===== config.mk =====
export PLATFORM = sky130hd
export DESIGN_NAME = tmf_filter
export DESIGN_NICKNAME = d
export VERILOG_FILES = /design/src/rtl/tmf_pkg.sv /design/src/rtl/tmf_mode_dec.sv /design/src/rtl/tmf_chan_acc.sv /design/src/rtl/tmf_filter.sv
export SDC_FILE = /design/constraint.sdc
export NUM_CORES = 1
export LEC_CHECK = 0
export BUFFER_PORTS_ARGS = -buffer_cell sky130_fd_sc_hd__buf_2
export CORE_ASPECT_RATIO = 1.4
export CORE_MARGIN = 5
export CORE_UTILIZATION = 32
export CTS_BUF_LIST = sky130_fd_sc_hd__clkbuf_4
export CTS_CLUSTER_SIZE = 24
export DETAILED_ROUTE_END_ITERATION = 10
export PLACE_DENSITY = 0.46
export SLEW_MARGIN = 20
export SYNTH_ARGS = -nofsm -noshare
export SYNTH_HDL_FRONTEND = slang
export SYNTH_SLANG_ARGS = --single-unit

===== constraint.sdc =====
create_clock -name clk -period 8.45 [get_ports clk]
set_input_delay 0.845 -clock clk [delete_from_list [all_inputs] [get_ports clk]]
set_output_delay 0.845 -clock clk [all_outputs]
set_load 0.005 [all_outputs]

===== src/rtl/tmf_pkg.sv =====
package tmf_pkg;
    parameter int SAMPLE_W = 12;
    parameter int NUM_CH   = 4;
    parameter int MODE_W   = 3;
    parameter int MAX_N    = 18;

    localparam int CH_W  = $clog2(NUM_CH);
    localparam int CNT_W = $clog2(MAX_N + 1);
    localparam int SUM_W = SAMPLE_W + $clog2(MAX_N);
    localparam int SHF_W = 3;
    localparam int CFG_W = NUM_CH * MODE_W;

    typedef struct packed {
        logic [CNT_W-1:0] count;
        logic [SHF_W-1:0] shift;
        logic             trim;
    } mode_info_t;
endpackage


===== src/rtl/tmf_mode_dec.sv =====
module tmf_mode_dec
    import tmf_pkg::*;
(
    input  logic [MODE_W-1:0] code,
    output mode_info_t        info
);
    always_comb begin
        info = '{count: CNT_W'(1), shift: '0, trim: 1'b0};
        case (code)
            3'd1: info = '{count: CNT_W'(2),  shift: SHF_W'(1), trim: 1'b0};
            3'd2: info = '{count: CNT_W'(4),  shift: SHF_W'(1), trim: 1'b1};
            3'd3: info = '{count: CNT_W'(6),  shift: SHF_W'(2), trim: 1'b1};
            3'd4: info = '{count: CNT_W'(10), shift: SHF_W'(3), trim: 1'b1};
            3'd5: info = '{count: CNT_W'(18), shift: SHF_W'(4), trim: 1'b1};
            default: info = '{count: CNT_W'(1), shift: '0, trim: 1'b0};
        endcase
    end
endmodule


===== src/rtl/tmf_chan_acc.sv =====
module tmf_chan_acc
    import tmf_pkg::*;
(
    input  logic                clk,
    input  logic                rst_n,
    input  logic                take,
    input  logic [SAMPLE_W-1:0] sample,
    input  logic [MODE_W-1:0]   mode,
    output logic                done,
    output logic [SAMPLE_W-1:0] result
);
    typedef struct packed {
        logic [CNT_W-1:0]    cnt;
        logic [MODE_W-1:0]   mode;
        logic [SUM_W-1:0]    sum;
        logic [SAMPLE_W-1:0] lo;
        logic [SAMPLE_W-1:0] hi;
    } acc_t;

    acc_t       st_d, st_q;
    mode_info_t info;

    logic                fresh;
    logic [CNT_W-1:0]    cnt_nx;
    logic [SUM_W-1:0]    sum_nx, kept;
    logic [SAMPLE_W-1:0] lo_nx, hi_nx;

    tmf_mode_dec u_dec (
        .code (mode),
        .info (info)
    );

    always_comb begin
        // a changed code restarts the measurement with this reading
        fresh  = (st_q.cnt == '0) || (st_q.mode != mode);
        cnt_nx = (fresh ? '0 : st_q.cnt) + CNT_W'(1);
        sum_nx = (fresh ? '0 : st_q.sum) + SUM_W'(sample);
        lo_nx  = (fresh || sample < st_q.lo) ? sample : st_q.lo;
        hi_nx  = (fresh || sample > st_q.hi) ? sample : st_q.hi;
        kept   = info.trim ? (sum_nx - SUM_W'(lo_nx) - SUM_W'(hi_nx)) : sum_nx;
        result = SAMPLE_W'(kept >> info.shift);
        done   = take && (cnt_nx == info.count);

        st_d = st_q;
        if (take) begin
            st_d.mode = mode;
            st_d.sum  = sum_nx;
            st_d.lo   = lo_nx;
            st_d.hi   = hi_nx;
            st_d.cnt  = done ? '0 : cnt_nx;
        end
    end

    always_ff @(posedge clk) begin
        if (!rst_n) st_q <= '0;
        else        st_q <= st_d;
    end

    AST_RESULT_IN_RANGE: assert property (@(posedge clk) disable iff (!rst_n)
        done |-> (result >= lo_nx) && (result <= hi_nx));

    AST_COUNT_BOUNDED: assert property (@(posedge clk) disable iff (!rst_n)
        st_q.cnt < CNT_W'(MAX_N));
endmodule


===== src/rtl/tmf_filter.sv =====
module tmf_filter
    import tmf_pkg::*;
(
    input  logic                clk,
    input  logic                rst_n,
    input  logic [11:0]         mode_cfg,
    input  logic                smp_valid,
    input  logic [1:0]          smp_chan,
    input  logic [11:0]         smp_data,
    output logic                res_valid,
    output logic [1:0]          res_chan,
    output logic [11:0]         res_data
);
    typedef struct packed {
        logic                valid;
        logic [CH_W-1:0]     chan;
        logic [SAMPLE_W-1:0] data;
    } out_t;

    out_t                out_d, out_q;
    logic [NUM_CH-1:0]   done_vec;
    logic [SAMPLE_W-1:0] res_arr [NUM_CH];
    logic [MODE_W-1:0]   cur_mode;

    assign cur_mode = mode_cfg[smp_chan*MODE_W +: MODE_W];

    for (genvar c = 0; c < NUM_CH; c++) begin : g_ch
        tmf_chan_acc u_acc (
            .clk    (clk),
            .rst_n  (rst_n),
            .take   (smp_valid && (smp_chan == CH_W'(c))),
            .sample (smp_data),
            .mode   (mode_cfg[c*MODE_W +: MODE_W]),
            .done   (done_vec[c]),
            .result (res_arr[c])
        );
    end

    always_comb begin
        out_d = '0;
        for (int c = 0; c < NUM_CH; c++) begin
            if (done_vec[c]) begin
                out_d.valid = 1'b1;
                out_d.chan  = CH_W'(c);
                out_d.data  = res_arr[c];
            end
        end
    end

    always_ff @(posedge clk) begin
        if (!rst_n) out_q <= '0;
        else        out_q <= out_d;
    end

    assign res_valid = out_q.valid;
    assign res_chan  = out_q.chan;
    assign res_data  = out_q.data;

    AST_SINGLE_FINISH: assert property (@(posedge clk) disable iff (!rst_n)
        $onehot0(done_vec));

    AST_STROBE_AFTER_READING: assert property (@(posedge clk) disable iff (!rst_n)
        res_valid |-> $past(smp_valid));

    AST_CHAN_FOLLOWS: assert property (@(posedge clk) disable iff (!rst_n)
        res_valid |-> res_chan == $past(smp_chan));

    AST_PASS_THROUGH: assert property (@(posedge clk) disable iff (!rst_n)
        smp_valid && (cur_mode == 3'd0 || cur_mode > 3'd5)
        |=> res_valid && res_data == $past(smp_data));
endmodule


==> results summary <==
The number of hold violations in the final report was 0. The worst register-to-register path begins at g_ch[2].u_acc.st_q[44]. The setup TNS came out at 0 ns. The boundary pin count came out at 44. Among all stages on the critical path, the largest delay is contributed by sky130_fd_sc_hd__o31ai_1. The synthesis warning total is 0.

The number of clock sinks is 207. In this run the critical register-to-register path is captured at res_data[11]. The critical path is of the flip-flop to flip-flop type.

sky130_fd_sc_hd__nor2_1 is the most common cell in the netlist. For this design the static power due to leakage is 9.339 nW. Along the worst path, the maximum fanout reaches 16. Grouping stages by cell kind, the critical path spends the most delay in compound AO/OA/AOI/OAI gates. The worst setup path is launched from a flip-flop.

The number of enable flip-flop cells after synthesis came out at 0. The synthesis-stage register bit count is between 200 and 250. The worst setup path is captured at a flip-flop.

The H-tree depth reported by CTS came out at 3. The first detailed-routing pass took 5 iterations. The most numerous cell type found on the critical path is sky130_fd_sc_hd__o21a_1. The areal power density over the cells is 144.4 nW/µm².

A synthesized cell averages between 7 and 8 µm². The clock-pin transition on the worst setup and hold timing paths came out at 0.07 ns. The routed length per instance came out at 20.08 µm. Counting buffers and inverters, the worst setup path is 23 cells deep. The portion of synthesized cell area occupied by the leading cell type came out at slightly below 20%. The number of antenna violations at the first check in global routing is 3. The worst path uses 86.30% of the clock period. Yosys attributes the largest share of cell area to sky130_fd_sc_hd__dfxtp_1 (19%), sky130_fd_sc_hd__ha_1 (12%), sky130_fd_sc_hd__mux2i_1 (7.7%).

For this run, the leading register cell type out of synthesis is sky130_fd_sc_hd__dfxtp_1. Counting instances in the post-synthesis netlist gives the leading cell types as sky130_fd_sc_hd__nor2_1 (279), sky130_fd_sc_hd__nand2_1 (269), sky130_fd_sc_hd__a21oi_1 (213). Counting both buffers and inverters, the worst setup path holds a total of 2.

The number of setup buffers added after CTS is 0. The starting utilization of the core area is about a third. For the pin with the worst max-slew slack, the measured transition is 1.062 ns. In this design, the stage delay of the slowest critical-path cell is 0.61 ns. The count of buffers added on input and output ports is between 40 and 50. The insertion delay to the later sink of the worst-skew pair came out at 0.87 ns.

Entering global routing, the biggest net connects between 70 and 80 pins. The post-route worst setup slack came out at 1.158 ns. Setup repair after global routing left no endpoint under its margin. Once the clock tree was built, the resizer swapped 0 gates to a different size.

The beginning of the worst hold path is mode_cfg[3]. In this run the worst hold path is classified as input port to flip-flop. Sequential elements use 19.49% of the synthesized area. The worst slack at placement came out at a little over 0.7 ns. The setup skew after layout is 0.05153 ns. The initialized floorplan defines 111 standard-cell rows. The share of final-layout standard cells stronger than drive strength 1 is 9.787%. The CTS buffer count came out at 68.

The largest buffer count on any clock path came out at 3. The worst register-to-register path has a depth of 23. The final-stage net count came out at between 3000 and 4000.

From synthesis to final layout, the design area changed by 9.182%. In this run the vertical extent of the chip is 315.0 µm. The number of max-slew violations in the final report came to 0. The synthesized netlist net count is 3038. Walking the worst path, the cells encountered are or4_1, o21a_1, and2_1, ha_1, fa_1, a211oi_1, o21bai_1, a21oi_1, xnor2_1, inv_1, fa_1, inv_1, ha_1, o21a_1, o21a_1, o2111ai_1, a21oi_1, xor2_1, o31ai_1, o22ai_1, nor4_1, o22ai_1, a211o_1. The number of hold-repair buffers added at the cts stage is 0. The via count came out at between 20000 and 25000. The first global-routing pass estimated 114.1 mm of wire. Max-cap violations in this run came to 0. The summed instance area of the synthesized netlist is 21260 µm². The synthesized netlist contains between 90 and 100 unique library cells. The remaining global-route overflow came out at 0. The total track usage came out at 19.91%. IR analysis of the VDD net gives a maximum drop of around 0.07 mV.

The flow ran to the end, and the final reports show no timing, DRC or antenna violations. The die span in x came out at 227.8 µm. The setup slack on the worst flop-to-flop path came out at 1.16 ns. The worst path arrival time is 8.04 ns. Once layout is complete, the cells apart from fillers number approximately 3700. The final critical path time including I/O delays and setup is 7.292 ns. The peak clock frequency supported by timing is 137.1 MHz. The core box area came out at between 60000 and 70000 µm².

The total setup violations reported at the end of the flow came out at 0. TritonCTS built the clock tree. The number of global-route vias before repair was 19960. The DRC violation count after routing came out at 0. Including well taps, the total number of placed cells is 3550.

The worst hold path terminates at g_ch[1].u_acc.st_q[41]. The cell count after synthesis came out at about 2800. The last weighted congestion value of the routability-driven placer came out at 0.8870.

The root buffer cell is sky130_fd_sc_hd__clkbuf_4. The number of nets with antenna violations after detailed routing came out at 0. The via count normalized by instance count is 5.541. In this run, the number of DRC markers left after iteration 0 of detailed routing was roughly 1200. The die footprint came out at 71750 µm². In this run the tightest slew margin relative to its limit is between 20% and 30%.

The number of cells traversed by the worst hold path is 3. The cell type with the highest aggregate area in the netlist is sky130_fd_sc_hd__dfxtp_1. The required time at the endpoint of the critical path is 9.20 ns. The half-perimeter wire length after detailed placement came out at roughly 56 mm. The post-detailed-routing wire length came out at 73.69 mm.

The async set-reset flop share out of synthesis came out at 0%.
worst min-delay path: cells and delay by family:
kind | cells | cell delay (ns)
simple gates | 1 | 0.08
compound gates | 1 | 0.05
buf+inv | 1 | 0.17
worst max-delay path by stage:
stage / startpoint / end / slack (ns)
floorplan: mode_cfg[8] / res_data[11] / 2.14
global placement: mode_cfg[6] / res_data[11] / 0.81
detailed placement: mode_cfg[6] / res_data[11] / 0.72
CTS: g_ch[2].u_acc.st_q[44] / res_data[11] / 1.27
global route: g_ch[2].u_acc.st_q[44] / res_data[11] / 0.65
finish: g_ch[2].u_acc.st_q[44] / res_data[11] / 1.16
metal layers:
metal  vias to the layer above  share of wire (%)  track usage [%]
met2                       474                 51            36.61
li1                       9962                  -                -
met4                         2                3.4            7.512
met3                       149                3.9            2.972
met1                      9747                 42            23.41
met5                         -             0.0095                0
per-stage QoR:
stage,instance area (µm²),util (%),total power [mW],hold slack [ns]
finish,23210,35.33,3.352,0.3731
detailed placement,22340,34.00,2.270,0.4428
global route,23210,35.33,3.592,0.3261
floorplan,21260,-,1.931,0.4317
global placement,22340,34.00,2.259,0.4388
CTS,23190,35.30,3.409,0.2753
cells by family (layout without fill, tap and decap cells):
group	count (synthesis)	after routing	share of synthesized area, %
AND/OR/NAND/NOR	917	917	20.27
AO/OA/AOI/OAI	753	753	23.74
buffers and inverters	326	385	5.927
adder cells (fa/ha/maj)	248	248	16.43
flip-flops	207	207	19.49
multiplexers	192	192	9.265
XOR/XNOR	118	118	4.862
other	0	3	0
where the power goes:
part           internal [mW]  switching [mW]
sequential              1.01          0.0223
combinational          0.467           0.757
clock                  0.553           0.542
total                   2.03            1.32
layout by cell type (no fill, tap or decap), types with 17 or more instances in the layout:
cell type / n
sky130_fd_sc_hd__nor2_1: 278
sky130_fd_sc_hd__nand2_1: 269
sky130_fd_sc_hd__a21oi_1: 212
sky130_fd_sc_hd__dfxtp_1: 207
sky130_fd_sc_hd__ha_1: 196
sky130_fd_sc_hd__inv_1: 168
sky130_fd_sc_hd__mux2i_1: 163
sky130_fd_sc_hd__o21ai_0: 110
sky130_fd_sc_hd__clkbuf_4: 88
sky130_fd_sc_hd__a211oi_1: 87
sky130_fd_sc_hd__xnor2_1: 75
sky130_fd_sc_hd__and2_1: 71
sky130_fd_sc_hd__a21o_1: 67
sky130_fd_sc_hd__nand3_1: 55
sky130_fd_sc_hd__nor3_1: 55
sky130_fd_sc_hd__buf_4: 54
sky130_fd_sc_hd__fa_1: 52
sky130_fd_sc_hd__o211ai_1: 44
sky130_fd_sc_hd__buf_2: 43
sky130_fd_sc_hd__xor2_1: 42
sky130_fd_sc_hd__nor2b_1: 30
sky130_fd_sc_hd__o21a_1: 29
sky130_fd_sc_hd__mux2_2: 28
sky130_fd_sc_hd__nand2b_1: 26
sky130_fd_sc_hd__nand4_1: 23
sky130_fd_sc_hd__and3_1: 22
sky130_fd_sc_hd__a31oi_1: 22
sky130_fd_sc_hd__or3_1: 18
sky130_fd_sc_hd__clkinv_1: 18
sky130_fd_sc_hd__or2_2: 17
layout make-up:
type	instances	area, µm²
fillers	6923	42480
multi-input cells	2228	15880
flip-flops and latches	207	4144
well taps	847	1060
clock buffers	88	660.6
inverters	171	646.9
repair buffers	97	620.6
clock inverters	29	191.4
diodes	3	7.507
sequential cells by signal, summed over array words and instances (netlist names):
register,cells
g_ch.u_acc.st_q,192
res_chan,2
res_data,12
res_valid,1
No activity file was read; power rests on OpenSTA's default activity.
